$ cat config.mk
export PLATFORM = sky130hd
export DESIGN_NAME = exc_entry_gen
export DESIGN_NICKNAME = d
export VERILOG_FILES = /design/src/rtl/exc_entry_pkg.sv /design/src/rtl/exc_state_mask.sv /design/src/rtl/exc_status_save.sv /design/src/rtl/exc_entry_gen.sv
export SDC_FILE = /design/constraint.sdc
export NUM_CORES = 1
export LEC_CHECK = 0
export BUFFER_PORTS_ARGS = -buffer_cell sky130_fd_sc_hd__buf_2
export CAP_MARGIN = 20
export CORE_AREA = 2 2 191 193
export DETAILED_ROUTE_END_ITERATION = 10
export DIE_AREA = 0 0 193 195
export SLEW_MARGIN = 5
export SYNTH_ARGS = -nofsm -noshare
export SYNTH_HDL_FRONTEND = slang
export SYNTH_SLANG_ARGS = --single-unit
export TNS_END_PERCENT = 1
$ cat constraint.sdc
create_clock -name vclk -period 5.92
set_input_delay 1.776 -clock vclk [all_inputs]
set_output_delay 1.776 -clock vclk [all_outputs]
set_load 0.02 [all_outputs]
$ cat src/rtl/exc_entry_pkg.sv
package exc_entry_pkg;
  localparam int XLEN = 64;

  // MSB-first positions
  localparam int B_SF = 0,  B_HV = 3,  B_TS_A = 29, B_TS_B = 30, B_TME = 31;
  localparam int B_VEC = 38, B_VSX = 40, B_EE = 48, B_PR = 49, B_FPA = 50;
  localparam int B_FE0 = 52, B_TE_A = 53, B_TE_B = 54, B_FE1 = 55;
  localparam int B_IR = 58, B_DR = 59, B_PMM = 61, B_RI = 62, B_LE = 63;
  localparam int C_TMBAD = 42, C_FP = 43, C_ILL = 44, C_PRIV = 45, C_TRAP = 46, C_ADR = 47;

  // vector indices
  localparam int I_SF = XLEN-1-B_SF;
  localparam int I_HV = XLEN-1-B_HV;
  localparam int I_TS_A = XLEN-1-B_TS_A;
  localparam int I_TS_B = XLEN-1-B_TS_B;
  localparam int I_LE = XLEN-1-B_LE;

  typedef enum logic [1:0] {
    OP_IDLE = 2'd0, OP_TRAP = 2'd1, OP_SYSCALL = 2'd2, OP_RSVD = 2'd3
  } op_e;

  function automatic logic [XLEN-1:0] ibm_bit(int b);
    return {{(XLEN-1){1'b0}}, 1'b1} << (XLEN-1-b);
  endfunction

  function automatic logic [XLEN-1:0] ibm_span(int first, int last);
    logic [XLEN-1:0] m;
    m = '0;
    for (int b = first; b <= last; b++) m |= ibm_bit(b);
    return m;
  endfunction

  localparam logic [XLEN-1:0] CLR_MASK =
      ibm_bit(B_TME) | ibm_bit(B_VEC) | ibm_bit(B_VSX) | ibm_bit(B_EE) |
      ibm_bit(B_PR) | ibm_bit(B_FPA) | ibm_bit(B_FE0) | ibm_bit(B_TE_A) |
      ibm_bit(B_TE_B) | ibm_bit(B_FE1) | ibm_bit(B_IR) | ibm_bit(B_DR) |
      ibm_bit(B_PMM) | ibm_bit(B_RI);
  localparam logic [XLEN-1:0] GAP_MASK   = ibm_span(33, 36);
  localparam logic [XLEN-1:0] CAUSE_MASK = ibm_span(42, 47);
endpackage

$ cat src/rtl/exc_state_mask.sv
module exc_state_mask
  import exc_entry_pkg::*;
(
  input  logic [XLEN-1:0] state_i,
  input  logic            active_i,
  input  logic            is_sc_i,
  input  logic [6:0]      lev_i,
  output logic [XLEN-1:0] new_state_o
);
  logic ts_active;
  assign ts_active = state_i[I_TS_A] & ~state_i[I_TS_B];

  always_comb begin
    new_state_o = (state_i & ~CLR_MASK) | ibm_bit(B_SF) | ibm_bit(B_LE);
    if (ts_active) begin
      new_state_o[I_TS_A] = 1'b0;
      new_state_o[I_TS_B] = 1'b1;
    end
    if (is_sc_i) new_state_o[I_HV] = (lev_i == 7'd1);
    if (!active_i) new_state_o = '0;
  end

  always_comb begin
    if (active_i) begin
      assert_clear_bits_R1: assert ((new_state_o & CLR_MASK) == '0)
        else $error("clear mask violated");
      assert_mode_set_R2: assert (new_state_o[I_SF] && new_state_o[I_LE])
        else $error("mode bits not set");
      assert_ts_demote_R3: assert (!(new_state_o[I_TS_A] && !new_state_o[I_TS_B]))
        else $error("transaction state left active");
      if (!is_sc_i) begin
        assert_hv_keep_R10: assert (new_state_o[I_HV] == state_i[I_HV])
          else $error("hv changed on trap");
      end
    end
  end
endmodule

$ cat src/rtl/exc_status_save.sv
module exc_status_save
  import exc_entry_pkg::*;
(
  input  logic [XLEN-1:0] state_i,
  input  logic            active_i,
  input  logic            is_sc_i,
  input  logic [4:0]      exc_type_i,
  output logic [XLEN-1:0] save_stat_o
);
  logic [XLEN-1:0] cause;

  always_comb begin
    cause = '0;
    if (exc_type_i == 5'd0) cause |= ibm_bit(C_TRAP);
    if (exc_type_i[1])      cause |= ibm_bit(C_PRIV);
    if (exc_type_i[0])      cause |= ibm_bit(C_FP);
    if (exc_type_i[3])      cause |= ibm_bit(C_ADR);
    if (exc_type_i[4])      cause |= ibm_bit(C_ILL);
    if (is_sc_i)            cause = '0;
  end

  always_comb begin
    save_stat_o = (state_i & ~GAP_MASK & ~CAUSE_MASK) | cause;
    if (!active_i) save_stat_o = '0;
  end

  always_comb begin
    if (active_i) begin
      assert_gap_clear_R6: assert ((save_stat_o & GAP_MASK) == '0)
        else $error("gap bits set");
      assert_tmbad_clear_R6: assert ((save_stat_o & ibm_bit(C_TMBAD)) == '0)
        else $error("tm failure bit set");
      if (is_sc_i) begin
        assert_sc_cause_R8: assert ((save_stat_o & CAUSE_MASK) == '0)
          else $error("cause bits set on system call");
      end
    end
  end
endmodule

$ cat src/rtl/exc_entry_gen.sv
module exc_entry_gen
  import exc_entry_pkg::*;
#(
  parameter int VEC_W = 60
) (
  input  logic [XLEN-1:0]  state_i,
  input  logic [XLEN-1:0]  cia_i,
  input  logic [4:0]       exc_type_i,
  input  logic [VEC_W-1:0] vec_off_i,
  input  logic [31:0]      insn_i,
  input  logic [1:0]       op_sel_i,
  output logic [XLEN-1:0]  new_state_o,
  output logic             new_state_vld_o,
  output logic [XLEN-1:0]  save_addr_o,
  output logic             save_addr_vld_o,
  output logic [XLEN-1:0]  save_stat_o,
  output logic             save_stat_vld_o,
  output logic [XLEN-1:0]  next_addr_o,
  output logic             next_addr_vld_o
);
  localparam int VEC_SHIFT = 4;
  localparam int LEV_LSB = 5;
  localparam int LEV_W = 7;

  op_e             op;
  logic            is_trap, is_sc, active;
  logic [LEV_W-1:0] lev;
  logic [19:0]     insn_unused;

  assign op      = op_e'(op_sel_i);
  assign is_trap = (op == OP_TRAP);
  assign is_sc   = (op == OP_SYSCALL);
  assign active  = is_trap | is_sc;
  // level field: instruction bits 20..26 (MSB-first)
  assign lev         = insn_i[LEV_LSB +: LEV_W];
  assign insn_unused = {insn_i[31:LEV_LSB+LEV_W], insn_i[LEV_LSB-1:0]};

  exc_state_mask u_mask (
    .state_i     (state_i),
    .active_i    (active),
    .is_sc_i     (is_sc),
    .lev_i       (lev),
    .new_state_o (new_state_o)
  );

  exc_status_save u_save (
    .state_i     (state_i),
    .active_i    (active),
    .is_sc_i     (is_sc),
    .exc_type_i  (exc_type_i),
    .save_stat_o (save_stat_o)
  );

  always_comb begin
    save_addr_o = '0;
    next_addr_o = '0;
    if (active) next_addr_o = XLEN'(vec_off_i) << VEC_SHIFT;
    if (is_trap) save_addr_o = cia_i;
    if (is_sc)   save_addr_o = cia_i + XLEN'(4);
  end

  assign new_state_vld_o = active;
  assign save_addr_vld_o = active;
  assign save_stat_vld_o = active;
  assign next_addr_vld_o = active;

  always_comb begin
    if (is_sc) begin
      assert_sc_addr_R7: assert (save_addr_o - cia_i == XLEN'(4))
        else $error("system call return address");
    end
    if (!new_state_vld_o) begin
      assert_idle_R11: assert (new_state_o == '0 && save_stat_o == '0)
        else $error("idle outputs not zero");
    end
  end
endmodule

# Word level (Yosys, flattened, before mapping)
# Cells that the tools add are included.
# W data, S select, Z words.
[word_totals]
regBits = 0
input_bits = 227
[op_classes]
n_bitwise = 4
reduce_logical = 1
n_mux = 13
eq_ne = 3
n_addsub = 1
[ops]
columns = ["operator", "n"]
rows = [
  ["$mux W64", 5],
  ["$add A64 B3 Y64 const B", 1],
  ["$or A64 B64 Y64", 1],
  ["$mux W21", 2],
  ["$mux W20", 1],
  ["$mux W19", 1],
  ["$mux W18", 1],
  ["$mux W17", 1],
  ["$eq A7 B1 Y1 const B", 1],
  ["$logic_not A5 Y1", 1],
  ["$eq A2 B1 Y1 const B", 1],
  ["$eq A2 B2 Y1 const B", 1],
  ["$mux W2", 1],
  ["$and A1 B1 Y1", 1],
  ["$mux W1", 1],
  ["$not A1 Y1", 1],
  ["$or A1 B1 Y1", 1],
]

# Logic depth before layout (Yosys ltp)
# Gate-level depths: netlist of the first run.
[depth]
ltp_word = 9
ltp_mapped = 8
depth_no_buf = 7

# Cells and area by module
# Synthesis of the first run repeated with hierarchy kept, for this count alone.
[unflattened]
cells_unflattened = 501
hier_area_um2 = 3075.4
[modules_own_cells]
columns = ["mod", "area_per_inst_um2", "cells_each", "instances"]
rows = [
  ["exc_entry_gen", 2125.8, 354, 1],
  ["exc_state_mask", 485.5, 74, 1],
  ["exc_status_save", 464.2, 73, 1],
]

# Worst setup path after synthesis of the first run
# Ideal clock, no wire load.
[synth_timing]
path_kind = "input to output"
from = "in op_sel_i[0]"
to = "out save_addr_o[51]"
cell_stages = 7
path_buffers = 0
setup_slack_ns = 0.542
arrival_time_ns = 3.602
path_cell_list = "inv_1 ha_1 nand4_1 nor4_4 and3_4 nor4b_4 mux2i_1"
[synth_between]
elab_chain_len = 3
word_cells_on_any_way = 4
classes_between = "2 x eq/ne; 2 x mux"
[synth_lines]
columns = ["item", "line", "text"]
rows = [
  ["start: declaration", "exc_entry_gen.sv:11", "input logic [1:0] op_sel_i,"],
  ["$eq A2 B1 Y1", "exc_entry_gen.sv:31", "assign is_trap = (op == OP_TRAP);"],
  ["$mux W64", "exc_entry_gen.sv:58", "if (is_trap) save_addr_o = cia_i;"],
  ["$mux W64 (*)", "exc_entry_gen.sv:59", "if (is_sc) save_addr_o = cia_i + XLEN'(4);"],
  ["end: declaration", "exc_entry_gen.sv:14", "output logic [XLEN-1:0] save_addr_o,"],
]
# Mark *: on every way between the ends. The rest lies on a longest branch, timed or not.

# Final worst setup path of the first run
[layout_timing]
from = "in op_sel_i[0]"
to = "out save_addr_o[57]"
# Same word-level chain as after synthesis.

==> results.sh, run 1 <==
export IMPL_setup_violations=0
export IMPL_synth_area_leaders="nor2b_1, buf_4, mux2i_1"
export IMPL_worstHoldPathCells=3
export IMPL_slowest_delay_ns=0.35
export IMPL_nNetsFinal=1126
export IMPL_routabilityCongestion=0.822
export IMPL_timing_final_crit_share=0.945
export IMPL_yosysMostFrequentCell="nor2b_1"
export IMPL_fin_crit_ns=5.60
export IMPL_cp_required_ns=4.14
export IMPL_cap_viol_max_count=0
export IMPL_drt_iter0_markers=221
export IMPL_layout_drive_gt1_share=0.547
export IMPL_design_seq_count=0
export IMPL_timing_fmax_mhz=179
export IMPL_numPortBuffers=439
export IMPL_die_height_um=195
export IMPL_syn_avg_cell_area_um2=6.45
export IMPL_final_max_slew_viol_count=0
export IMPL_hold_viol_final=0
export IMPL_grtUsageTotal=0.119
export IMPL_post_layout_nonfiller_instances=1357
export IMPL_io_pins=487
export IMPL_slowest_stage="nand4_1"
export IMPL_final_setup_tns_ns=0
export IMPL_remaining_drc_errors=0
export IMPL_ys_types=41
export IMPL_netlist_area_um2=3230
export IMPL_worst_pin_slew_ns=0.542
export IMPL_startpoint_type="input port"
export IMPL_die_area_um2=37600
export IMPL_gr_total_overflow=0
export IMPL_power_mw=0.563
export IMPL_yosysTopAreaCell="nor2b_1"
export IMPL_postCtsSetupBuffers=0
export IMPL_grt_pass1_wl_um=32900
export IMPL_synth_seq_area_share=0
export IMPL_peakVddDrop_mv=0.0670
export IMPL_ant_nets=0
export IMPL_endpoint_kind="primary output"
export IMPL_vias=5050
export IMPL_core_area_um2=35400
export IMPL_seq_area_um2=0
export IMPL_status="finished clean"
export IMPL_synth_top_area_frac=0.240
export IMPL_grt_pass1_vias=4761
export IMPL_initial_core_util=0.0912
export IMPL_grt_max_degree=55
export IMPL_rows=69
export IMPL_cts_resized=0
export IMPL_critPathArrivalTime_ns=3.82
export IMPL_hp_class="in2out"
export IMPL_syn_inst=500
export IMPL_p_leak_nw=3.00
export IMPL_holdBufCountCts=0
export IMPL_path_class="in2out"
export IMPL_synth_top_cells_by_count="nor2b_1, buf_4, nand2_1"
export IMPL_die_w_um=193
export IMPL_hpwlAfterDp_um=22100
export IMPL_place_inst=1355
export IMPL_slew_headroom=0.635
export IMPL_synth_warning_count=0
export IMPL_dr_pass1_iters=4
export IMPL_rsz0062_at_grt="false"
export IMPL_antenna_found_initial=4
export IMPL_clkbuf_count=0
export IMPL_wl_per_cell_um=18.2
export IMPL_power_density_nw_per_um2=98.7
export IMPL_path_cells="buf_2 -> inv_1 -> ha_4 -> nand4_1 -> nor4_4 -> buf_4 -> nand4_1 -> nor3_2 -> mux2i_1 -> buf_2"
export IMPL_syn2layout_area_growth_pct=76.9
export IMPL_critPathMaxFanout=10
export IMPL_drt_vias_per_instance=3.72
export IMPL_finalWirelength_um=24700
final timing paths:
kind,from,to,slack [ns]
worst max-delay path,op_sel_i[0],save_addr_o[57],0.32
worst min-delay path,exc_type_i[0],save_stat_o[17],3.83
layout by cell type, fill, tap and decap left out, drive strengths merged:
master and n:
nor4b 1, diode 2, a21oi 1, nor4 17, inv 12, xnor2 2
and3 2, o21ai 17, ha 3, nor3b 2, nor2b 124, xor2 2
buf 460, nand3 43, or2 3, nand4b 1, nand2 61, nand4 24
mux2i 29, o31ai 16, nor3 9, nor2 16, nand2b 1, and2 8
conb 23, and4 1, o211ai 16
routing by layer:
metal	GRT usage	wire (um)
met1	0.147	10100
met2	0.203	11500
met3	0.0449	2810
met4	0.00982	238
met5	0	22
area by class of cell:
cell class                 count  area [um^2]
multi-input combinational    422         2700
antenna                        2         5.00
inverter                      12         45.0
fill                        4147        29700
tap                          461          577
timing repair buffer         460         2380
critical path, delay by kind of cell:
| kind | cells | cell delay, ns |
|---|---|---|
| simple gates | 4 | 0.94 |
| buf+inv | 4 | 0.64 |
| mux | 1 | 0.21 |
| fa+ha+maj | 1 | 0.22 |
power by group:
part | switching, mW | internal [mW] | leakage (nW)
clock network | 0 | 0.0000000453 | 0.0000127
registers | 0 | 0 | 0
logic | 0.374 | 0.189 | 3.00
total | 0.374 | 0.189 | 3.00
kinds of logic (layout without fill, tap and decap cells):
logic type | Yosys count | count (layout) | synth area share
buf+inv | 100 | 472 | 0.192
fa+ha+maj | 3 | 3 | 0.0116
xor+xnor | 4 | 4 | 0.0109
other cells | 1 | 25 | 0.00116
mux | 29 | 29 | 0.0900
simple gates | 313 | 313 | 0.578
compound gates | 50 | 50 | 0.116
per-stage QoR:
stage	hold WS [ns]	area, um^2	setup WS [ns]	util
after global placement	3.83	5700	0.322	0.161
after CTS	3.83	5700	0.287	0.161
after floorplan	3.63	3310	0.542	-
after detailed placement	3.82	5700	0.296	0.161
final	3.83	5710	0.323	0.161
after global routing	3.84	5710	0.137	0.161
(Power assumes the default switching activity.)
==> run 2, diff against run 1 <==
--- a/config.mk
+++ b/config.mk
@@ -7,9 +7,9 @@
 export LEC_CHECK = 0
 export BUFFER_PORTS_ARGS = -buffer_cell sky130_fd_sc_hd__buf_2
 export CAP_MARGIN = 20
-export CORE_AREA = 2 2 191 193
+export CORE_AREA = 2 2 187 189
 export DETAILED_ROUTE_END_ITERATION = 10
-export DIE_AREA = 0 0 193 195
+export DIE_AREA = 0 0 189 191
 export SLEW_MARGIN = 5
 export SYNTH_ARGS = -nofsm -noshare
 export SYNTH_HDL_FRONTEND = slang
==> run 2 against run 1 <==
Critical path depth is 2 lower. Sequential cell count is the same. Power barely moved. Global-route usage decreased by 0.41 points. Clock-buffer cell count is the same. Sequential share of layout area unchanged. Non-clock buffer count grew 2. Setup slack worse by 0.048 ns. Via count about the same. Routed wire length is 6.5% lower.
==> results.sh, run 2 (same netlist as run 1, synthesis figures left out) <==
export IMPL_status="finished clean"
export IMPL_min_delay_start="exc_type_i[1]"
export IMPL_grt_pass1_vias=4611
export IMPL_layout_drive_gt1_share=0.549
export IMPL_grt_pass1_wl_um=31400
export IMPL_startpoint_type="input port"
export IMPL_hold_viol_final=0
export IMPL_ant_nets=0
export IMPL_io_pins=487
export IMPL_critPathArrivalTime_ns=3.87
export IMPL_power_density_nw_per_um2=98.5
export IMPL_gr_total_overflow=0
export IMPL_path_delay_family="simple AND/OR/NAND/NOR gates"
export IMPL_rows=68
export IMPL_nNetsFinal=1128
export IMPL_critPathMaxFanout=6
export IMPL_clkbuf_count=0
export IMPL_antenna_cells=0
export IMPL_fin_crit_ns=5.65
export IMPL_wl_per_cell_um=17.1
export IMPL_hpwlAfterDp_um=20600
export IMPL_slew_headroom=0.563
export IMPL_path_cells="buf_2 -> nand4_2 -> nor4_2 -> buf_4 -> nand2_1 -> nor3_1 -> mux2i_1 -> buf_2"
export IMPL_initial_core_util=0.0946
export IMPL_final_setup_tns_ns=0
export IMPL_core_area_um2=34100
export IMPL_hp_class="in2out"
export IMPL_timing_final_crit_share=0.954
export IMPL_vias=5052
export IMPL_path_depth=8
export IMPL_cap_viol_max_count=0
export IMPL_hold_path_end="save_stat_o[17]"
export IMPL_final_fill_count=3937
export IMPL_cp_common_cell="buf_2"
export IMPL_path_class="in2out"
export IMPL_syn2layout_area_growth_pct=77.2
export IMPL_setup_violations=0
export IMPL_die_height_um=191
export IMPL_antenna_found_initial=1
export IMPL_multi_input_area_um2=2710
export IMPL_final_max_slew_viol_count=0
export IMPL_drt_iter0_markers=159
export IMPL_cts_resized=0
export IMPL_worstHoldPathCells=3
export IMPL_grt_max_degree=65
export IMPL_hold_ws_ns=3.82
export IMPL_drt_vias_per_instance=3.74
export IMPL_layout_commonest_cell="buf_2"
export IMPL_p_leak_nw=3.01
export IMPL_die_w_um=189
export IMPL_fin_area_um2=5720
export IMPL_peakVddDrop_mv=0.0795
export IMPL_holdBufCountCts=0
export IMPL_design_seq_count=0
export IMPL_rsz0062_at_grt="false"
export IMPL_place_area_um2=5720
export IMPL_postCtsSetupBuffers=0
export IMPL_dr_pass1_iters=4
export IMPL_endpoint_kind="primary output"
export IMPL_cp_required_ns=4.14
export IMPL_final_cell_mix="buf_2, nor2b_1, nand2_1"
export IMPL_numPortBuffers=439
export IMPL_timing_fmax_mhz=177
export IMPL_remaining_drc_errors=0
export IMPL_slowest_stage="nor4_2"
export IMPL_die_area_um2=36100
export IMPL_grtUsageTotal=0.115
export IMPL_slowest_delay_ns=0.50
export IMPL_worst_path_buf_inv=3
export IMPL_utilization=0.168
export IMPL_worst_pin_slew_ns=0.655
export IMPL_finalWirelength_um=23100
export IMPL_routabilityCongestion=0.797
export IMPL_seq_area_um2=0
## run 2: final cells by class
type                       instances  area share
multi-input combinational        422       0.474
tap                              455      0.0996
inverter                          12     0.00788
timing repair buffer             462       0.419
## run 2: stage by stage
| stage | setup slack, ns | cells | power (mW) |
|---|---|---|---|
| after floorplan | 0.542 | 522 | 0.344 |
| after global placement | 0.347 | 1351 | 0.565 |
| after detailed placement | 0.338 | 1351 | 0.566 |
| after CTS | 0.330 | 1351 | 0.569 |
| after global routing | 0.200 | 1351 | 0.607 |
| final | 0.275 | 1351 | 0.563 |
## run 2: worst max-delay path by stage
stage	startpoint	end	slack [ns]
2_1_floorplan	op_sel_i[0]	save_addr_o[51]	0.54
3_3_place_gp	op_sel_i[0]	save_addr_o[61]	0.35
3_5_place_dp	cia_i[5]	save_addr_o[60]	0.34
4_1_cts	cia_i[5]	save_addr_o[60]	0.33
5_1_grt	cia_i[37]	save_addr_o[60]	0.20
6_report	cia_i[37]	save_addr_o[60]	0.27
## run 2: worst min-delay path, cell delays in order
cell    delay [ns]
buf_2         0.08
nor4_1        0.04
buf_2         0.15
## run 2: routing by layer
layer,wire (um),track usage,vias to the layer above
met3,2650,0.0459,4
met1,9140,0.137,2357
li1,-,-,2442
met2,11200,0.203,247
met4,65,0.00421,2
met5,13,0,-
## run 2: report_power, final
| group | internal (mW) | switching (mW) |
|---|---|---|
| combinational | 0.191 | 0.373 |
| sequential | 0 | 0 |
| clock | 0 | 0 |
